## config.mk

```make
export PLATFORM = sky130hd
export DESIGN_NAME = bunch_window_gen
export DESIGN_NICKNAME = d
export VERILOG_FILES = /design/src/rtl/bwg_pkg.sv /design/src/rtl/bwg_sweep.sv /design/src/rtl/bwg_slot_seq.sv /design/src/rtl/bwg_gate_drv.sv /design/src/rtl/bunch_window_gen.sv
export SDC_FILE = /design/constraint.sdc
export NUM_CORES = 1
export LEC_CHECK = 0
export BUFFER_PORTS_ARGS = -buffer_cell sky130_fd_sc_hd__clkbuf_2
export CELL_PAD_IN_SITES_DETAIL_PLACEMENT = 0
export CELL_PAD_IN_SITES_GLOBAL_PLACEMENT = 1
export CORE_UTILIZATION = 30
export CTS_CLUSTER_DIAMETER = 150
export DETAILED_ROUTE_END_ITERATION = 10
export GPL_ROUTABILITY_DRIVEN = 0
export PLACE_DENSITY = 0.6
export SETUP_SLACK_MARGIN = 0.1
export SLEW_MARGIN = 5
export SYNTH_ARGS = -nofsm -noshare
export SYNTH_HDL_FRONTEND = slang
export SYNTH_SLANG_ARGS = --single-unit
```

## constraint.sdc

```tcl
create_clock -name clk -period 2.45 [get_ports clk]
set_input_delay 0.49 -clock clk [delete_from_list [all_inputs] [get_ports clk]]
set_output_delay 0.49 -clock clk [all_outputs]
set_load 0.1 [all_outputs]
```

## src/rtl/bwg_pkg.sv

```systemverilog
// Shared helpers for the bunch window gate generator.
// Assumes slot indices are small non-negative integers.
package bwg_pkg;

    // True when the gap leading out of slot 'win' is the shortened one.
    function automatic bit gap_is_short(input int unsigned win,
                                        input int unsigned per_batch,
                                        input int unsigned short_pos);
        return ((win + 1) % per_batch) == short_pos;
    endfunction

endpackage

```

## src/rtl/bwg_sweep.sv

```systemverilog
// Position counter for one turn sweep.
// The marker loads the preset and starts the sweep. The sweep stops after
// the bucket in which the position reaches the terminal count, or when the
// slot sequencer reports completion. Assumes turn_mark is one clock wide.
module bwg_sweep #(
    parameter int POS_W = 10
) (
    input  logic             clk,
    input  logic             rst_n,
    input  logic             turn_mark,
    input  logic [POS_W-1:0] preset_i,
    input  logic [POS_W-1:0] terminal_i,
    input  logic             seq_done,
    output logic             sweep_on
);

    logic [POS_W-1:0] pos;

    // Load at the marker, count while running, stop at terminal or done.
    always_ff @(posedge clk) begin
        if (!rst_n) begin
            sweep_on <= 1'b0;
            pos      <= '0;
        end else if (turn_mark) begin
            sweep_on <= 1'b1;
            pos      <= preset_i;
        end else if (sweep_on) begin
            if (pos >= terminal_i || seq_done) begin
                sweep_on <= 1'b0;
            end else begin
                pos <= pos + POS_W'(1);
            end
        end
    end


    preset_load_chk: assert property (@(posedge clk) disable iff (!rst_n)
        turn_mark |=> (sweep_on && pos == $past(preset_i)));


    terminal_stop_chk: assert property (@(posedge clk) disable iff (!rst_n)
        (sweep_on && !turn_mark && pos >= terminal_i) |=> !sweep_on);

endmodule

```

## src/rtl/bwg_slot_seq.sv

```systemverilog
// Slot sequencer. It tracks the current window slot and the bucket offset
// inside that slot, and it steps to the next slot after a long or short gap.
// It reports completion in the last bucket of the final slot.
// Assumes SHORT_GAP and LONG_GAP are at least 1.
module bwg_slot_seq #(
    parameter int NWIN       = 54,
    parameter int PER_BATCH  = 18,
    parameter int SHORT_POS  = 16,
    parameter int LONG_GAP   = 21,
    parameter int SHORT_GAP  = 14,
    parameter int IDX_W      = 6,
    parameter int OFF_W      = 5
) (
    input  logic             clk,
    input  logic             rst_n,
    input  logic             turn_mark,
    input  logic             sweep_on,
    output logic [IDX_W-1:0] win,
    output logic [OFF_W-1:0] off,
    output logic             seq_done
);

    logic [NWIN-1:0]  short_mask;
    logic [OFF_W-1:0] gap_len;
    logic             last_slot;
    logic             slot_end;

    // Constant mask of slots whose outgoing gap is the short one.
    for (genvar g = 0; g < NWIN; g++) begin : g_mask
        assign short_mask[g] = bwg_pkg::gap_is_short(g, PER_BATCH, SHORT_POS);
    end

    // Gap length of the current slot and end-of-slot detection.
    always_comb begin
        gap_len   = short_mask[win] ? OFF_W'(SHORT_GAP) : OFF_W'(LONG_GAP);
        last_slot = (win == IDX_W'(NWIN - 1));
        slot_end  = (off == gap_len - OFF_W'(1));
        seq_done  = sweep_on && last_slot && slot_end;
    end

    // Restart on the marker, advance the offset and the slot while sweeping.
    always_ff @(posedge clk) begin
        if (!rst_n) begin
            win <= '0;
            off <= '0;
        end else if (turn_mark) begin
            win <= '0;
            off <= '0;
        end else if (sweep_on) begin
            if (slot_end) begin
                off <= '0;
                if (!last_slot) win <= win + IDX_W'(1);
            end else begin
                off <= off + OFF_W'(1);
            end
        end
    end


    slot_step_chk: assert property (@(posedge clk) disable iff (!rst_n)
        (sweep_on && !turn_mark && slot_end && !last_slot)
            |=> (win == $past(win) + IDX_W'(1) && off == '0));


    restart_chk: assert property (@(posedge clk) disable iff (!rst_n)
        turn_mark |=> (win == '0 && off == '0));

endmodule

```

## src/rtl/bwg_gate_drv.sv

```systemverilog
// Gate output stage. It decodes the running slot into a one-hot gate that
// is held for GATE_W buckets, and registers the gate and the slot index.
// Assumes GATE_W is no larger than SHORT_GAP.
module bwg_gate_drv #(
    parameter int NWIN   = 54,
    parameter int IDX_W  = 6,
    parameter int OFF_W  = 5,
    parameter int GATE_W = 1
) (
    input  logic             clk,
    input  logic             rst_n,
    input  logic             sweep_on,
    input  logic [IDX_W-1:0] win,
    input  logic [OFF_W-1:0] off,
    output logic [NWIN-1:0]  gate_o,
    output logic [IDX_W-1:0] win_idx_o
);

    logic [NWIN-1:0] hot;
    logic            gate_open;

    // One decoder compare per slot.
    for (genvar g = 0; g < NWIN; g++) begin : g_dec
        assign hot[g] = (win == IDX_W'(g));
    end

    // Gate is open during the first GATE_W buckets of a running slot.
    always_comb gate_open = sweep_on && (off < OFF_W'(GATE_W));

    // Register the gate vector and the slot index.
    always_ff @(posedge clk) begin
        if (!rst_n) begin
            gate_o    <= '0;
            win_idx_o <= '0;
        end else begin
            gate_o    <= gate_open ? hot : '0;
            win_idx_o <= sweep_on ? win : '0;
        end
    end


    gate_close_chk: assert property (@(posedge clk) disable iff (!rst_n)
        (off >= OFF_W'(GATE_W)) |=> (gate_o == '0));

endmodule

```

## src/rtl/bunch_window_gen.sv

```systemverilog
// Bunch-crossing window gate generator, top level.
// A turn marker starts a sweep over NBATCH batches of slots. The first
// BUNCHES slots of a batch are on bunch crossings and the rest are empty.
// Each slot gets a GATE_W-bucket one-hot gate.
// Assumes GATE_W <= SHORT_GAP <= LONG_GAP and turn_mark is one clock wide.
module bunch_window_gen #(
    parameter int POS_W     = 10,
    parameter int NBATCH    = 3,
    parameter int BUNCHES   = 12,
    parameter int EMPTIES   = 6,
    parameter int SHORT_AT  = 4,
    parameter int LONG_GAP  = 21,
    parameter int SHORT_GAP = 14,
    parameter int GATE_W    = 1,
    localparam int PER_BATCH = BUNCHES + EMPTIES,
    localparam int NWIN      = NBATCH * PER_BATCH,
    localparam int IDX_W     = $clog2(NWIN),
    localparam int OFF_W     = $clog2(LONG_GAP + 1)
) (
    input  logic             clk,
    input  logic             rst_n,
    input  logic             turn_mark,
    input  logic [POS_W-1:0] preset_i,
    input  logic [POS_W-1:0] terminal_i,
    output logic [NWIN-1:0]  gate_o,
    output logic [IDX_W-1:0] win_idx_o
);

    logic             sweep_on;
    logic             seq_done;
    logic [IDX_W-1:0] win;
    logic [OFF_W-1:0] off;

    bwg_sweep #(.POS_W(POS_W)) u_sweep (
        .clk        (clk),
        .rst_n      (rst_n),
        .turn_mark  (turn_mark),
        .preset_i   (preset_i),
        .terminal_i (terminal_i),
        .seq_done   (seq_done),
        .sweep_on   (sweep_on)
    );

    bwg_slot_seq #(
        .NWIN      (NWIN),
        .PER_BATCH (PER_BATCH),
        .SHORT_POS (BUNCHES + SHORT_AT),
        .LONG_GAP  (LONG_GAP),
        .SHORT_GAP (SHORT_GAP),
        .IDX_W     (IDX_W),
        .OFF_W     (OFF_W)
    ) u_seq (
        .clk       (clk),
        .rst_n     (rst_n),
        .turn_mark (turn_mark),
        .sweep_on  (sweep_on),
        .win       (win),
        .off       (off),
        .seq_done  (seq_done)
    );

    bwg_gate_drv #(
        .NWIN   (NWIN),
        .IDX_W  (IDX_W),
        .OFF_W  (OFF_W),
        .GATE_W (GATE_W)
    ) u_gate (
        .clk       (clk),
        .rst_n     (rst_n),
        .sweep_on  (sweep_on),
        .win       (win),
        .off       (off),
        .gate_o    (gate_o),
        .win_idx_o (win_idx_o)
    );


    one_gate_chk: assert property (@(posedge clk) disable iff (!rst_n)
        $onehot0(gate_o) && ((gate_o == '0) || gate_o[win_idx_o]));


    idle_out_chk: assert property (@(posedge clk) disable iff (!rst_n)
        !sweep_on |=> (gate_o == '0 && win_idx_o == '0));


    done_stop_chk: assert property (@(posedge clk) disable iff (!rst_n)
        (seq_done && !turn_mark) |=> !sweep_on);

endmodule

```

==> metrics.md <==
| Metric | Value |
|---|---|
| F_max | `0.444 GHz` |
| Antenna Diode Count | `0` |
| Placed insts | `around 560` |
| Flops & latches, synth | `83` |
| Status | `complete, no violations` |
| Post_cts resized | `0` |
| Final wirelength | `roughly 7.5 mm` |
| Most common cell in the netlist | `dfxtp_1` |
| Critical path fanouts, max | `5` |
| Most instantiated cells after synthesis | `83 x dfxtp_1, 66 x nor2_1, 28 x nand2_1, 19 x inv_1` |
| Hold Buf Count CTS | `0` |
| Worst-path clk slew | `around 0.090 ns` |
| Finish-stage setup viols | `0` |
| Pint | `approximately 1.8 mW` |
| First-pass GRT wire length | `13.1 mm` |
| Clk Latency, worst-skew pair | `0.35 ns` |
| Crit start category | `flop` |
| Leak Pwr | `approximately 1.7 nW` |
| Hold Crit Class | `primary input to flop` |
| Asr flop ratio synth | `0%` |
| Port-buffer cells | `roughly 80` |
| # IOs | `83` |
| Flop pwr share | `roughly 56%` |
| Clk_skew | `around 0.0050 ns` |
| Mapped Cells | `between 300 and 400` |
| Synth cell types | `40` |
| EDFF count, synth | `0` |
| Peak VDD IR | `roughly 0.30 mV` |
| Final Instance Area | `just under 0.004 mm²` |
| Root buf cell | `clkbuf_8` |
| Fin nets | `about 480` |
| Clk sinks | `83` |
| Clock power share | `a little under two fifths` |
| Final Hold Violating Endpoints | `0` |
| Final period util | `91.9%` |
| RSZ-0062 raised after global routing | `no` |
| ANT nets after route | `0` |
| Area leader, netlist | `dfxtp_1` |
| Fin cells | `about 580` |
| Num rows | `36` |
| Primary FF master, synth | `dfxtp_1` |
| Hpwl dp | `roughly 5.5 mm` |
| Worst Tran Pin Value | `~0.64 ns` |
| Layout cells sized above 1 | `between 20% and 30%` |
| DIE HEIGHT | `~100 µm` |
| Vias in the first global route | `around 2,600` |
| Post-route DRC | `0` |
| DR pass1 iterations | `4` |
| Buffer count from post-CTS setup fixing | `0` |
| Switch share | `between 20% and 30%` |
| Setup TNS | `0 ns` |
| DR vias/cell | `about 4.5` |
| Crit path kind | `flop to flop` |
| Met1 Use GR | `19.8%` |
| TritonCTS Buffers | `9` |
| Max_slew headroom | `between 50% and 60%` |
| Synthesized Nets | `roughly 380` |
| Post-Syn Area | `between 0.003 and 0.004 mm²` |
| GRT busiest layer | `met2` |
| Area Overhead vs Synth | `26.2%` |
| Setup WS pre-CTS | `between 0.05 and 0.06 ns` |
| Initial antenna violation count | `0` |
| Share of the synthesized area in the top cell type | `52.9%` |
| Avg Cell Area, Syn | `roughly 9.1 µm²` |
| First DRT Iteration DRCs | `84` |
| Grt met3 use | `roughly 3.8%` |
| Sequential-to-total area share from yosys stat | `around 53%` |
| Largest net degree at the start of global routing | `23` |
| P per Cell Area | `just over 600 mW/mm²` |
| Comb pwr share | `under 10%` |
| Max-cap violations | `0` |
| Core region area | `about 0.01 mm²` |
| Synthesis Warnings | `0` |
| Final worst setup slack | `roughly 0.2 ns` |
| Dpl cell area | `about 0.0038 mm²` |
| Die area | `around 0.011 mm²` |
| Final Max Slew Viols | `0` |
| Met2 Usage GRT | `around a quarter` |
| GRT Util Overall | `between 10% and 20%` |
| Initial core utilization | `a little under a third` |
| Switch Pwr | `roughly 0.64 mW` |
| Crit path required time | `roughly 2.7 ns` |
| TritonCTS clock tree | `yes` |
| Total number of vias | `2,596` |
| Grt ovf | `0` |
| CP Capture Type | `flop` |
| Period minus WS final | `~2.3 ns` |
| Critical path arrival | `between 2 and 3 ns` |
| Synth area leaders | `dfxtp_1 53%, nor2_1 7.9%, ha_1 6.4%` |
| CTS H-tree lvls | `3` |
| CTS Buffer Depth | `2` |
| Die width | `about 100 µm` |
| Routed WL per cell | `13.0 µm` |
## state kept, by name, summed over array words and instances (netlist names)
name              count
u_gate.gate_o        54
u_gate.win_idx_o      6
u_seq.gap_len         1
u_seq.off             5
u_seq.win             6
u_sweep.pos          10
u_sweep.sweep_on      1
## final timing paths
check / startpoint / endpoint / slack (ns) / cells past startpoint
min: preset_i[6] / u_sweep.pos[6] / 0.37 / 3
max: u_seq.off[4] / u_seq.gap_len[1] / 0.20 / 6
min reg2reg: u_seq.win[0] / u_gate.win_idx_o[0] / 0.59 / 1
max reg2reg: u_seq.off[4] / u_seq.gap_len[1] / 0.20 / 6
## per-layer routing
| layer | wire, µm | vias up |
|---|---|---|
| met3 | 277 | 10 |
| met1 | 3670 | 1181 |
| met5 | 0 | - |
| met4 | 95 | 0 |
| met2 | 3480 | 57 |
| li1 | - | 1348 |
## stage by stage
stage / hold slack (ns) / util [%] / total power, mW
after global placement: 0.561 / 38.0 / 1.56
after CTS: 0.359 / 39.8 / 2.49
after global routing: 0.402 / 39.8 / 2.58
after detailed placement: 0.551 / 38.0 / 1.57
final: 0.371 / 39.8 / 2.45
after floorplan: 0.507 / - / 1.51
## logic make-up after synthesis
logic type	count (synthesis)	synth area share, %
buffers and inverters	30	3.58
multiplexers	5	1.63
AO/OA/AOI/OAI	48	9.60
XOR/XNOR	16	4.46
flip-flops	83	52.9
AND/OR/NAND/NOR	146	21.5
adder cells (fa/ha/maj)	16	6.37
## layout make-up
| type | count | area, µm² |
|---|---|---|
| multi-input combinational | 231 | 1370 |
| tap | 133 | 166 |
| timing repair buffer | 96 | 515 |
| inverter | 19 | 71.3 |
| sequential | 83 | 1660 |
| clock inverter | 7 | 58.8 |
| fill | 1047 | 5990 |
| clock buffer | 9 | 124 |
## worst max-delay path, stage by stage (launching register included)
cell and delay [ns]:
dfxtp_1 0.41, or4b_4 0.51, a21o_1 0.24, or3_1 0.40, xnor2_1 0.16, a31o_2 0.26, a211oi_2 0.20
## power by group through the flow
stage,combinational (mW),clock [mW],sequential (mW)
after floorplan,0.0909,0,1.42
after global placement,0.150,0,1.41
after detailed placement,0.153,0,1.41
after CTS,0.154,0.952,1.38
after global routing,0.178,1.01,1.38
final,0.152,0.915,1.38
## layout by cell type, fill, tap and decap left out, types with 2 or more instances in the layout
cell type / count
a211o_1: 2
a211oi_1: 6
a21oi_1: 16
a31oi_1: 2
and2_1: 3
and3_1: 7
buf_4: 14
clkbuf_2: 82
clkbuf_8: 9
dfxtp_1: 83
ha_1: 16
inv_1: 19
inv_6: 3
mux2i_1: 4
nand2_1: 28
nand2b_1: 2
nand3_1: 12
nand3b_1: 2
nand4_1: 8
nor2_1: 66
nor2b_1: 4
nor3_1: 4
o21ai_0: 12
or2_2: 2
or3_1: 4
xnor2_1: 10
xor2_1: 6
(Power assumes the default switching activity.)
